File: src/rtl/buck_pwm_pkg.sv
// Shared types and helpers for the buck PWM controller.
// Assumes: nothing beyond IEEE 1800-2017.
package buck_pwm_pkg;

    // Pair of gate enables carried between the sequencer and the top.
    typedef struct packed {
        logic hs;
        logic ls;
    } gate_pair_t;

    // Counter width for values 0..n-1, never below one bit.
    function automatic int unsigned cw(input int unsigned n);
        return (n < 2) ? 1 : $clog2(n);
    endfunction

endpackage

File: src/rtl/bpc_period_timer.sv
// Switching-period counter. Counts 0..PERIOD-1 while enabled and holds
// zero while disabled, so the first enabled cycle is position zero.
// Assumes: PERIOD >= 4.
module bpc_period_timer #(
    parameter int PERIOD = 125,
    parameter int CW     = 7
) (
    input  logic          clk,
    input  logic          rst_n,
    input  logic          en,
    output logic [CW-1:0] cnt,
    output logic          wrap,
    output logic          start
);
    localparam logic [CW-1:0] LAST = CW'(PERIOD - 1);

    // Advance the position counter, restarting at the end of a period.
    always_ff @(posedge clk) begin
        if (!rst_n || !en)   cnt <= '0;
        else if (cnt == LAST) cnt <= '0;
        else                  cnt <= cnt + 1'b1;
    end

    assign wrap  = en && (cnt == LAST);
    assign start = en && (cnt == '0);

    // The counter never leaves its range.
    p_cnt_range_r1: assert property (@(posedge clk) disable iff (!rst_n)
        cnt <= LAST);

    // A disabled counter sits at zero on the next cycle.
    p_cnt_hold_r10: assert property (@(posedge clk) disable iff (!rst_n)
        !en |=> cnt == '0);
endmodule

File: src/rtl/bpc_fb_sync.sv
// Multi-flop synchroniser for the asynchronous feedback comparator.
// Assumes: STAGES >= 2; the comparator is a level, not a short pulse.
module bpc_fb_sync #(
    parameter int STAGES = 2
) (
    input  logic clk,
    input  logic rst_n,
    input  logic d_async,
    output logic q_sync
);
    logic [STAGES-1:0] sh;

    // Shift the raw level through the flop chain.
    always_ff @(posedge clk) begin
        if (!rst_n) sh <= '0;
        else        sh <= {sh[STAGES-2:0], d_async};
    end

    assign q_sync = sh[STAGES-1];
endmodule

File: src/rtl/bpc_on_limit.sv
// On-time ceiling. With SOFT_START set it starts at zero after enable and
// rises by one clock every SS_DIV periods until it reaches MAX_ON.
// Otherwise it is the constant MAX_ON.
// Assumes: MAX_ON < PERIOD, SS_DIV >= 1.
module bpc_on_limit #(
    parameter int CW         = 7,
    parameter int MAX_ON     = 121,
    parameter int SS_DIV     = 16,
    parameter bit SOFT_START = 1'b1
) (
    input  logic          clk,
    input  logic          rst_n,
    input  logic          en,
    input  logic          wrap,
    output logic [CW-1:0] lim
);
    import buck_pwm_pkg::*;

    localparam logic [CW-1:0] LMAX = CW'(MAX_ON);

    generate
        if (SOFT_START) begin : g_ramp
            localparam int PW = cw(SS_DIV);
            localparam logic [PW-1:0] PDIV_LAST = PW'(SS_DIV - 1);

            logic [PW-1:0] pcnt;
            logic [CW-1:0] lim_q;

            // Count periods and step the ceiling up once per SS_DIV periods.
            always_ff @(posedge clk) begin
                if (!rst_n || !en) begin
                    pcnt  <= '0;
                    lim_q <= '0;
                end else if (wrap) begin
                    if (pcnt == PDIV_LAST) begin
                        pcnt <= '0;
                        if (lim_q != LMAX) lim_q <= lim_q + 1'b1;
                    end else begin
                        pcnt <= pcnt + 1'b1;
                    end
                end
            end

            assign lim = lim_q;

            // While enabled, the ceiling only ever grows by one step.
            p_ramp_step_r9: assert property (@(posedge clk) disable iff (!rst_n)
                (en && $past(en) && !$stable(lim_q)) |-> lim_q == $past(lim_q) + 1'b1);

            // The ceiling never passes the maximum duty.
            p_ramp_cap_r2: assert property (@(posedge clk) disable iff (!rst_n)
                lim_q <= LMAX);
        end else begin : g_fixed
            assign lim = LMAX;
        end
    endgenerate
endmodule

File: src/rtl/bpc_gate_seq.sv
// Gate sequencer. Decides per cycle whether the high or the low switch
// conducts, ends the pulse on comparator, overcurrent or ceiling, latches
// the ending until the period boundary, and enforces DEAD idle cycles
// between the two enables. Outputs are registered.
// Assumes: MAX_ON + 2*DEAD + 1 <= PERIOD, DEAD >= 1, oc is synchronous.
module bpc_gate_seq #(
    parameter int PERIOD = 125,
    parameter int MAX_ON = 121,
    parameter int DEAD   = 1,
    parameter int CW     = 7
) (
    input  logic                     clk,
    input  logic                     rst_n,
    input  logic                     en,
    input  logic [CW-1:0]            cnt,
    input  logic                     wrap,
    input  logic [CW-1:0]            lim,
    input  logic                     fb_s,
    input  logic                     oc,
    output buck_pwm_pkg::gate_pair_t gates
);
    import buck_pwm_pkg::*;

    localparam int DW = cw(DEAD + 1);
    localparam logic [DW-1:0] DEAD_C  = DW'(DEAD);
    localparam logic [DW-1:0] DEAD_M1 = DW'(DEAD - 1);
    localparam logic [CW-1:0] LS_END  = CW'(PERIOD - DEAD);
    localparam logic [CW-1:0] RUN_CAP = CW'(MAX_ON);

    logic          term_q;   // pulse ended in this period
    logic          oc_seen;  // overcurrent seen in this period
    logic          oc_blk;   // overcurrent seen in the previous period
    logic [DW-1:0] low_cnt;  // consecutive idle cycles so far
    logic [CW-1:0] hs_run;   // consecutive high-side cycles so far
    logic          hs_want, ls_want, hs_fire, ls_fire, low_ok;

    // Schedule: what each switch would like to do at this position.
    always_comb begin
        hs_want = en && (cnt < lim) && !term_q && !fb_s && !oc && !oc_blk;
        ls_want = en && !hs_want && (cnt < LS_END);
    end

    // Break-before-make gating of the schedule.
    always_comb begin
        low_ok  = (low_cnt >= DEAD_M1);
        hs_fire = hs_want && !gates.ls && (gates.hs || low_ok);
        ls_fire = ls_want && !gates.hs && (gates.ls || low_ok);
    end

    // Latch the end of the pulse until the period wraps.
    always_ff @(posedge clk) begin
        if (!rst_n || !en) term_q <= 1'b0;
        else if (wrap)     term_q <= 1'b0;
        else if (fb_s || oc) term_q <= 1'b1;
    end

    // Remember overcurrent this period and block the following one.
    always_ff @(posedge clk) begin
        if (!rst_n || !en) begin
            oc_seen <= 1'b0;
            oc_blk  <= 1'b0;
        end else if (wrap) begin
            oc_seen <= 1'b0;
            oc_blk  <= oc_seen || oc;
        end else if (oc) begin
            oc_seen <= 1'b1;
        end
    end

    // Register both gate enables.
    always_ff @(posedge clk) begin
        if (!rst_n) gates <= '0;
        else        gates <= '{hs: hs_fire, ls: ls_fire};
    end

    // Count idle cycles (both enables low), saturating at DEAD.
    always_ff @(posedge clk) begin
        if (!rst_n)                  low_cnt <= DEAD_C;
        else if (gates.hs || gates.ls) low_cnt <= '0;
        else if (low_cnt != DEAD_C)  low_cnt <= low_cnt + 1'b1;
    end

    // Track the length of the current high-side run.
    always_ff @(posedge clk) begin
        if (!rst_n)        hs_run <= '0;
        else if (gates.hs) hs_run <= hs_run + 1'b1;
        else               hs_run <= '0;
    end

    // Both switches never conduct together.
    p_no_overlap_r6: assert property (@(posedge clk) disable iff (!rst_n)
        !(gates.hs && gates.ls));

    // An idle cycle follows the high side turning off.
    p_dead_after_hs_r5: assert property (@(posedge clk) disable iff (!rst_n)
        $fell(gates.hs) |-> !gates.ls);

    // An idle cycle follows the low side turning off.
    p_dead_after_ls_r5: assert property (@(posedge clk) disable iff (!rst_n)
        $fell(gates.ls) |-> !gates.hs);

    // A high-side run never exceeds the maximum on-time.
    p_run_cap_r2: assert property (@(posedge clk) disable iff (!rst_n)
        gates.hs |-> hs_run < RUN_CAP);

    // Overcurrent removes the high side on the next cycle.
    p_oc_cut_r7: assert property (@(posedge clk) disable iff (!rst_n)
        oc |=> !gates.hs);

    // A latched ending keeps the high side off.
    p_latched_off_r4: assert property (@(posedge clk) disable iff (!rst_n)
        term_q |-> !gates.hs);

    // A blocked period carries no high-side pulse.
    p_oc_block_r8: assert property (@(posedge clk) disable iff (!rst_n)
        oc_blk |=> !gates.hs);
endmodule

File: src/rtl/buck_pwm_ctrl.sv
// Top of the comparator-terminated synchronous buck PWM controller.
// Wires the period counter, the comparator synchroniser, the on-time
// ceiling and the gate sequencer, and registers the period strobe.
// Assumes: oc_flag is synchronous to clk; fb_cmp may be asynchronous.
module buck_pwm_ctrl #(
    parameter int PERIOD      = 125,
    parameter int MAX_ON      = 121,
    parameter int DEAD        = 1,
    parameter int SS_DIV      = 16,
    parameter bit SOFT_START  = 1'b1,
    parameter int SYNC_STAGES = 2
) (
    input  logic clk,
    input  logic rst_n,
    input  logic en,
    input  logic fb_cmp,
    input  logic oc_flag,
    output logic hs_gate,
    output logic ls_gate,
    output logic period_stb
);
    import buck_pwm_pkg::*;

    localparam int CW = cw(PERIOD);

    logic [CW-1:0] cnt;
    logic [CW-1:0] lim;
    logic          wrap, start, fb_s, stb_q;
    gate_pair_t    gates;

    bpc_period_timer #(.PERIOD(PERIOD), .CW(CW)) u_timer (
        .clk(clk), .rst_n(rst_n), .en(en),
        .cnt(cnt), .wrap(wrap), .start(start)
    );

    bpc_fb_sync #(.STAGES(SYNC_STAGES)) u_sync (
        .clk(clk), .rst_n(rst_n), .d_async(fb_cmp), .q_sync(fb_s)
    );

    bpc_on_limit #(.CW(CW), .MAX_ON(MAX_ON), .SS_DIV(SS_DIV),
                   .SOFT_START(SOFT_START)) u_limit (
        .clk(clk), .rst_n(rst_n), .en(en), .wrap(wrap), .lim(lim)
    );

    bpc_gate_seq #(.PERIOD(PERIOD), .MAX_ON(MAX_ON), .DEAD(DEAD),
                   .CW(CW)) u_seq (
        .clk(clk), .rst_n(rst_n), .en(en), .cnt(cnt), .wrap(wrap),
        .lim(lim), .fb_s(fb_s), .oc(oc_flag), .gates(gates)
    );

    // Register the strobe so it lines up with the first pulse cycle.
    always_ff @(posedge clk) begin
        if (!rst_n) stb_q <= 1'b0;
        else        stb_q <= start;
    end

    assign hs_gate    = gates.hs;
    assign ls_gate    = gates.ls;
    assign period_stb = stb_q;

    // The high side only turns on in a strobe cycle.
    p_hs_at_start_r2: assert property (@(posedge clk) disable iff (!rst_n)
        $rose(hs_gate) |-> period_stb);

    // Dropping enable releases both gates on the next cycle.
    p_en_off_r10: assert property (@(posedge clk) disable iff (!rst_n)
        !en |=> (!hs_gate && !ls_gate));

    // A strobe never repeats in back-to-back cycles.
    p_stb_single_r1: assert property (@(posedge clk) disable iff (!rst_n)
        period_stb |=> !period_stb);
endmodule

File: config.mk
export PLATFORM = sky130hd
export DESIGN_NAME = buck_pwm_ctrl
export DESIGN_NICKNAME = d
export VERILOG_FILES = /design/src/rtl/buck_pwm_pkg.sv /design/src/rtl/bpc_period_timer.sv /design/src/rtl/bpc_fb_sync.sv /design/src/rtl/bpc_on_limit.sv /design/src/rtl/bpc_gate_seq.sv /design/src/rtl/buck_pwm_ctrl.sv
export SDC_FILE = /design/constraint.sdc
export NUM_CORES = 1
export LEC_CHECK = 0
export ABC_AREA = 1
export BUFFER_PORTS_ARGS = -buffer_cell sky130_fd_sc_hd__buf_2
export CAP_MARGIN = 20
export CORE_ASPECT_RATIO = 0.9
export CORE_MARGIN = 1.5
export CORE_UTILIZATION = 30
export DETAILED_ROUTE_END_ITERATION = 10
export GPL_ROUTABILITY_DRIVEN = 0
export PLACE_DENSITY = 0.51
export SYNTH_ARGS = -nofsm -noshare
export SYNTH_HDL_FRONTEND = slang
export SYNTH_SLANG_ARGS = --single-unit
File: constraint.sdc
create_clock -name clk -period 1.8 [get_ports clk]
set_clock_uncertainty 0.05 [all_clocks]
set_input_delay 0.36 -clock clk [delete_from_list [all_inputs] [get_ports clk]]
set_output_delay 0.36 -clock clk [all_outputs]
set_load 0.02 [all_outputs]
==> flow_summary.yaml <==
outcome:
  outcome: "complete, no violations"
setup_path:
  r2r_end: "u_limit.lim[0]$_SDFFE_PP0P_"
  slowest_delay_ns: 0.36
  cpMostUsedCell: "nor2_1"
  required_ns: 1.93
  crit_end: "u_limit.lim[0]$_SDFFE_PP0P_"
  critPathKind: "register to register"
  cp-end-kind: "register"
  r2r_slack_ns: 0.26
  rr_startpoint: "u_limit.g_ramp.pcnt[0]$_SDFFE_PP0P_"
  path_max_fanout: 6
  crit_arrival_ns: 1.67
  rr_worst_depth: 8
  cp.depth: 8
  path_cells: "ha_1 -> nand2_1 -> nor2_1 -> inv_1 -> nor2_1 -> nand2_2 -> o21ai_1 -> nor2_1"
  worst_path_max_delay_cell: "dfxtp_1"
  cp_top_family: "simple AND/OR/NAND/NOR gates"
  path_buf_inv: 1
  cp-startpoint: "u_limit.g_ramp.pcnt[0]$_SDFFE_PP0P_"
  cp-start-kind: "register"
cts:
  cts_buffers: 3
  holdBufCountCts: 0
  ctsResizeCount: 0
  cts_root_buf: "clkbuf_8"
  clkLatencyLatePin_ns: 0.27
  clkTransAtPathRegs_ns: 0.10
  cts_sinks: 26
  h-tree-depth: 1
  cts_tree: "done"
  post-cts-setup-buffers: 0
  clock_path_buffers: 2
route:
  wire_per_inst_um: 10.63
  drtAntennaViolNets: 0
  dr.first_iter.drc_count: 73
  vias_per_cell: 4.359
  post-route-drc-count: 0
  drtPass1Iterations: 4
  wirelength_um: 2934
  vias: 1203
logic_synthesis:
  ys_seq_elements: 26
  yosysUniqueCellTypes: 20
  syn-instance-count: 196
  synth_top_flop_cell: "dfxtp_1"
  synth_edf_count: 0
  synth_most_common_cell: "nand2_1"
  synth_area_leaders: "dfxtp_1 (37%), nand2_1 (11%), ha_1 (9.8%)"
  synth_common_cells: "nand2_1 (43), inv_1 (35), dfxtp_1 (26), nor2_1 (18), nand3_1 (16)"
  netlist.area_leader.share: 0.3704
  synth_nets: 212
  synth-seq-area-share: 0.3704
  yosys_warnings: 0
  avgSynthCellArea_um2: 7.169
  synth_top_area_cell: "dfxtp_1"
  ys_async_sr_fraction: 0
  synth_area_mm2: 0.001405
floorplan:
  ioPinCount: 8
  die_w_um: 75.14
  start_util: 0.3130
  num_rows: 23
  die_y_um: 67.93
  core-area_mm2: 0.004489
  dieArea_mm2: 0.005104
power_and_ir_drop:
  irDropWorstVdd_mv: 0.5309
  p_leak_nw: 0.7443
  p_per_area_mw_per_mm2: 688.8
worst_hold_path:
  hold_class: "primary input to register"
  min-delay-start: "fb_cmp"
cells_and_area:
  fin_cells: 276
  n_fill_cell: 492
  area_growth_pct: 16.83
  diodes: 0
  layout.nets: 231
  drive_gt1_frac: 0.1355
  postLayoutCellArea_mm2: 0.001642
place:
  dp_cells: 272
  dpl.hpwl_um: 2289
  place_area_mm2: 0.001570
  pre_cts_ws_ns: 0.2596
  port-buffer-count: 7
sta:
  period_share: 0.8557
  fmax_mhz: 649.2
  slew_viol_final: 0
  rsz0062_at_grt: "false"
  setup_violations: 0
  timing.setup.tns_ns: 0
  min_period_ns: 1.540
  finalWorstSetupSlack_ns: 0.2597
  slew_headroom: 0.7671
  final-hold-violation-count: 0
  tightest_slew_ns: 0.3457
flow_run:
  max-cap-violations: 0
grt:
  track_usage: 0.1399
  antenna_found_initial: 0
  overflow: 0
  grt_first_pass_wirelength_um: 5430
  grt_start_max_net_pins: 16
  grt_pass1_vias: 1235
-- worst reg2reg max path: stages (launching register included) --
cell,delay (ns)
dfxtp_1,0.36
ha_1,0.19
nand2_1,0.06
nor2_1,0.12
inv_1,0.09
nor2_1,0.24
nand2_2,0.14
o21ai_1,0.14
nor2_1,0.04
-- flip-flops by register name, summed over array words and instances, names as in the netlist --
| signal | count |
|---|---|
| period_stb | 1 |
| u_seq.oc_seen | 1 |
| u_seq.oc_blk | 1 |
| u_sync.sh | 2 |
| u_seq.gates | 2 |
| u_seq.term_q | 1 |
| u_timer.cnt | 7 |
| u_limit.lim | 7 |
| u_limit.g_ramp.pcnt | 4 |
-- routing by layer --
metal / track usage / wire [µm] / vias up / part of all wire
met3: 0.03240 / 79 / 2 / 0.027
li1: - / - / 664 / -
met1: 0.1858 / 1559 / 523 / 0.53
met5: 0 / 0 / - / 0
met4: 0.03571 / 29 / 0 / 0.0099
met2: 0.2290 / 1266 / 14 / 0.43
-- placed cells by master (no fill, tap or decap) --
cell	Yosys	layout
nand2_2	4	4
nand2_4	1	1
nand2_1	43	43
buf_2	0	7
nand3_2	1	1
o31ai_1	1	1
ha_1	11	11
nor2_8	1	1
buf_4	0	7
bufinv_16	0	1
clkbuf_8	0	3
or2_2	1	1
o21ai_0	6	6
nor2_4	3	3
o21ai_1	2	2
nor4_1	1	1
nor2_1	18	18
nand4_1	7	7
inv_1	35	35
nand3_1	16	16
nor3_1	3	3
dfxtp_1	26	26
a21oi_1	14	14
xor2_1	2	2
-- area by class of cell --
| class | count | area, µm² | area share |
|---|---|---|---|
| clock buffer | 3 | 41.29 | 0.02515 |
| clock inverter | 1 | 30.03 | 0.01829 |
| inverter | 35 | 131.4 | 0.08003 |
| multi-input combinational | 135 | 753.2 | 0.4588 |
| sequential | 26 | 520.5 | 0.3171 |
| tap | 62 | 77.57 | 0.04726 |
| timing repair buffer | 14 | 87.58 | 0.05335 |
-- cells by family (layout without fill, tap and decap cells) --
group	count (synthesis)	count (layout)	synth area share
AOI/OAI and AO/OA	23	23	0.08371
DFF	26	26	0.3704
adders and majority gates	11	11	0.09795
buffers and inverters	35	53	0.09350
and+or+nand+nor	99	99	0.3419
xor gates and xnor gates	2	2	0.01247
-- per-stage QoR --
step / utilization / hold WS (ns) / power [mW]
after detailed placement: 0.3498 / 0.3604 / 0.6539
after floorplan: - / 0.3400 / 0.6331
after CTS: 0.3657 / 0.2048 / 1.149
after global routing: 0.3657 / 0.2028 / 1.178
after global placement: 0.3498 / 0.3579 / 0.6544
final: 0.3657 / 0.2074 / 1.131
-- worst min path at each step --
stage	end	slack, ns	cells after the start
finish	u_sync.sh[0]$_SDFF_PN0_	0.21	3
global route	u_sync.sh[0]$_SDFF_PN0_	0.20	3
CTS	u_sync.sh[0]$_SDFF_PN0_	0.20	3
detailed placement	u_sync.sh[1]$_SDFF_PN0_	0.36	2
global placement	u_sync.sh[1]$_SDFF_PN0_	0.36	2
floorplan	u_sync.sh[1]$_SDFF_PN0_	0.34	2
-- power by group --
group          switching, mW  internal, mW  leakage (nW)  total, mW
Combinational         0.0344        0.0174         0.498     0.0519
Clock                  0.193         0.298        0.0357      0.491
Sequential           0.00436         0.584         0.211      0.588
Total                  0.232         0.899         0.744       1.13
(Power assumes the default switching activity.)
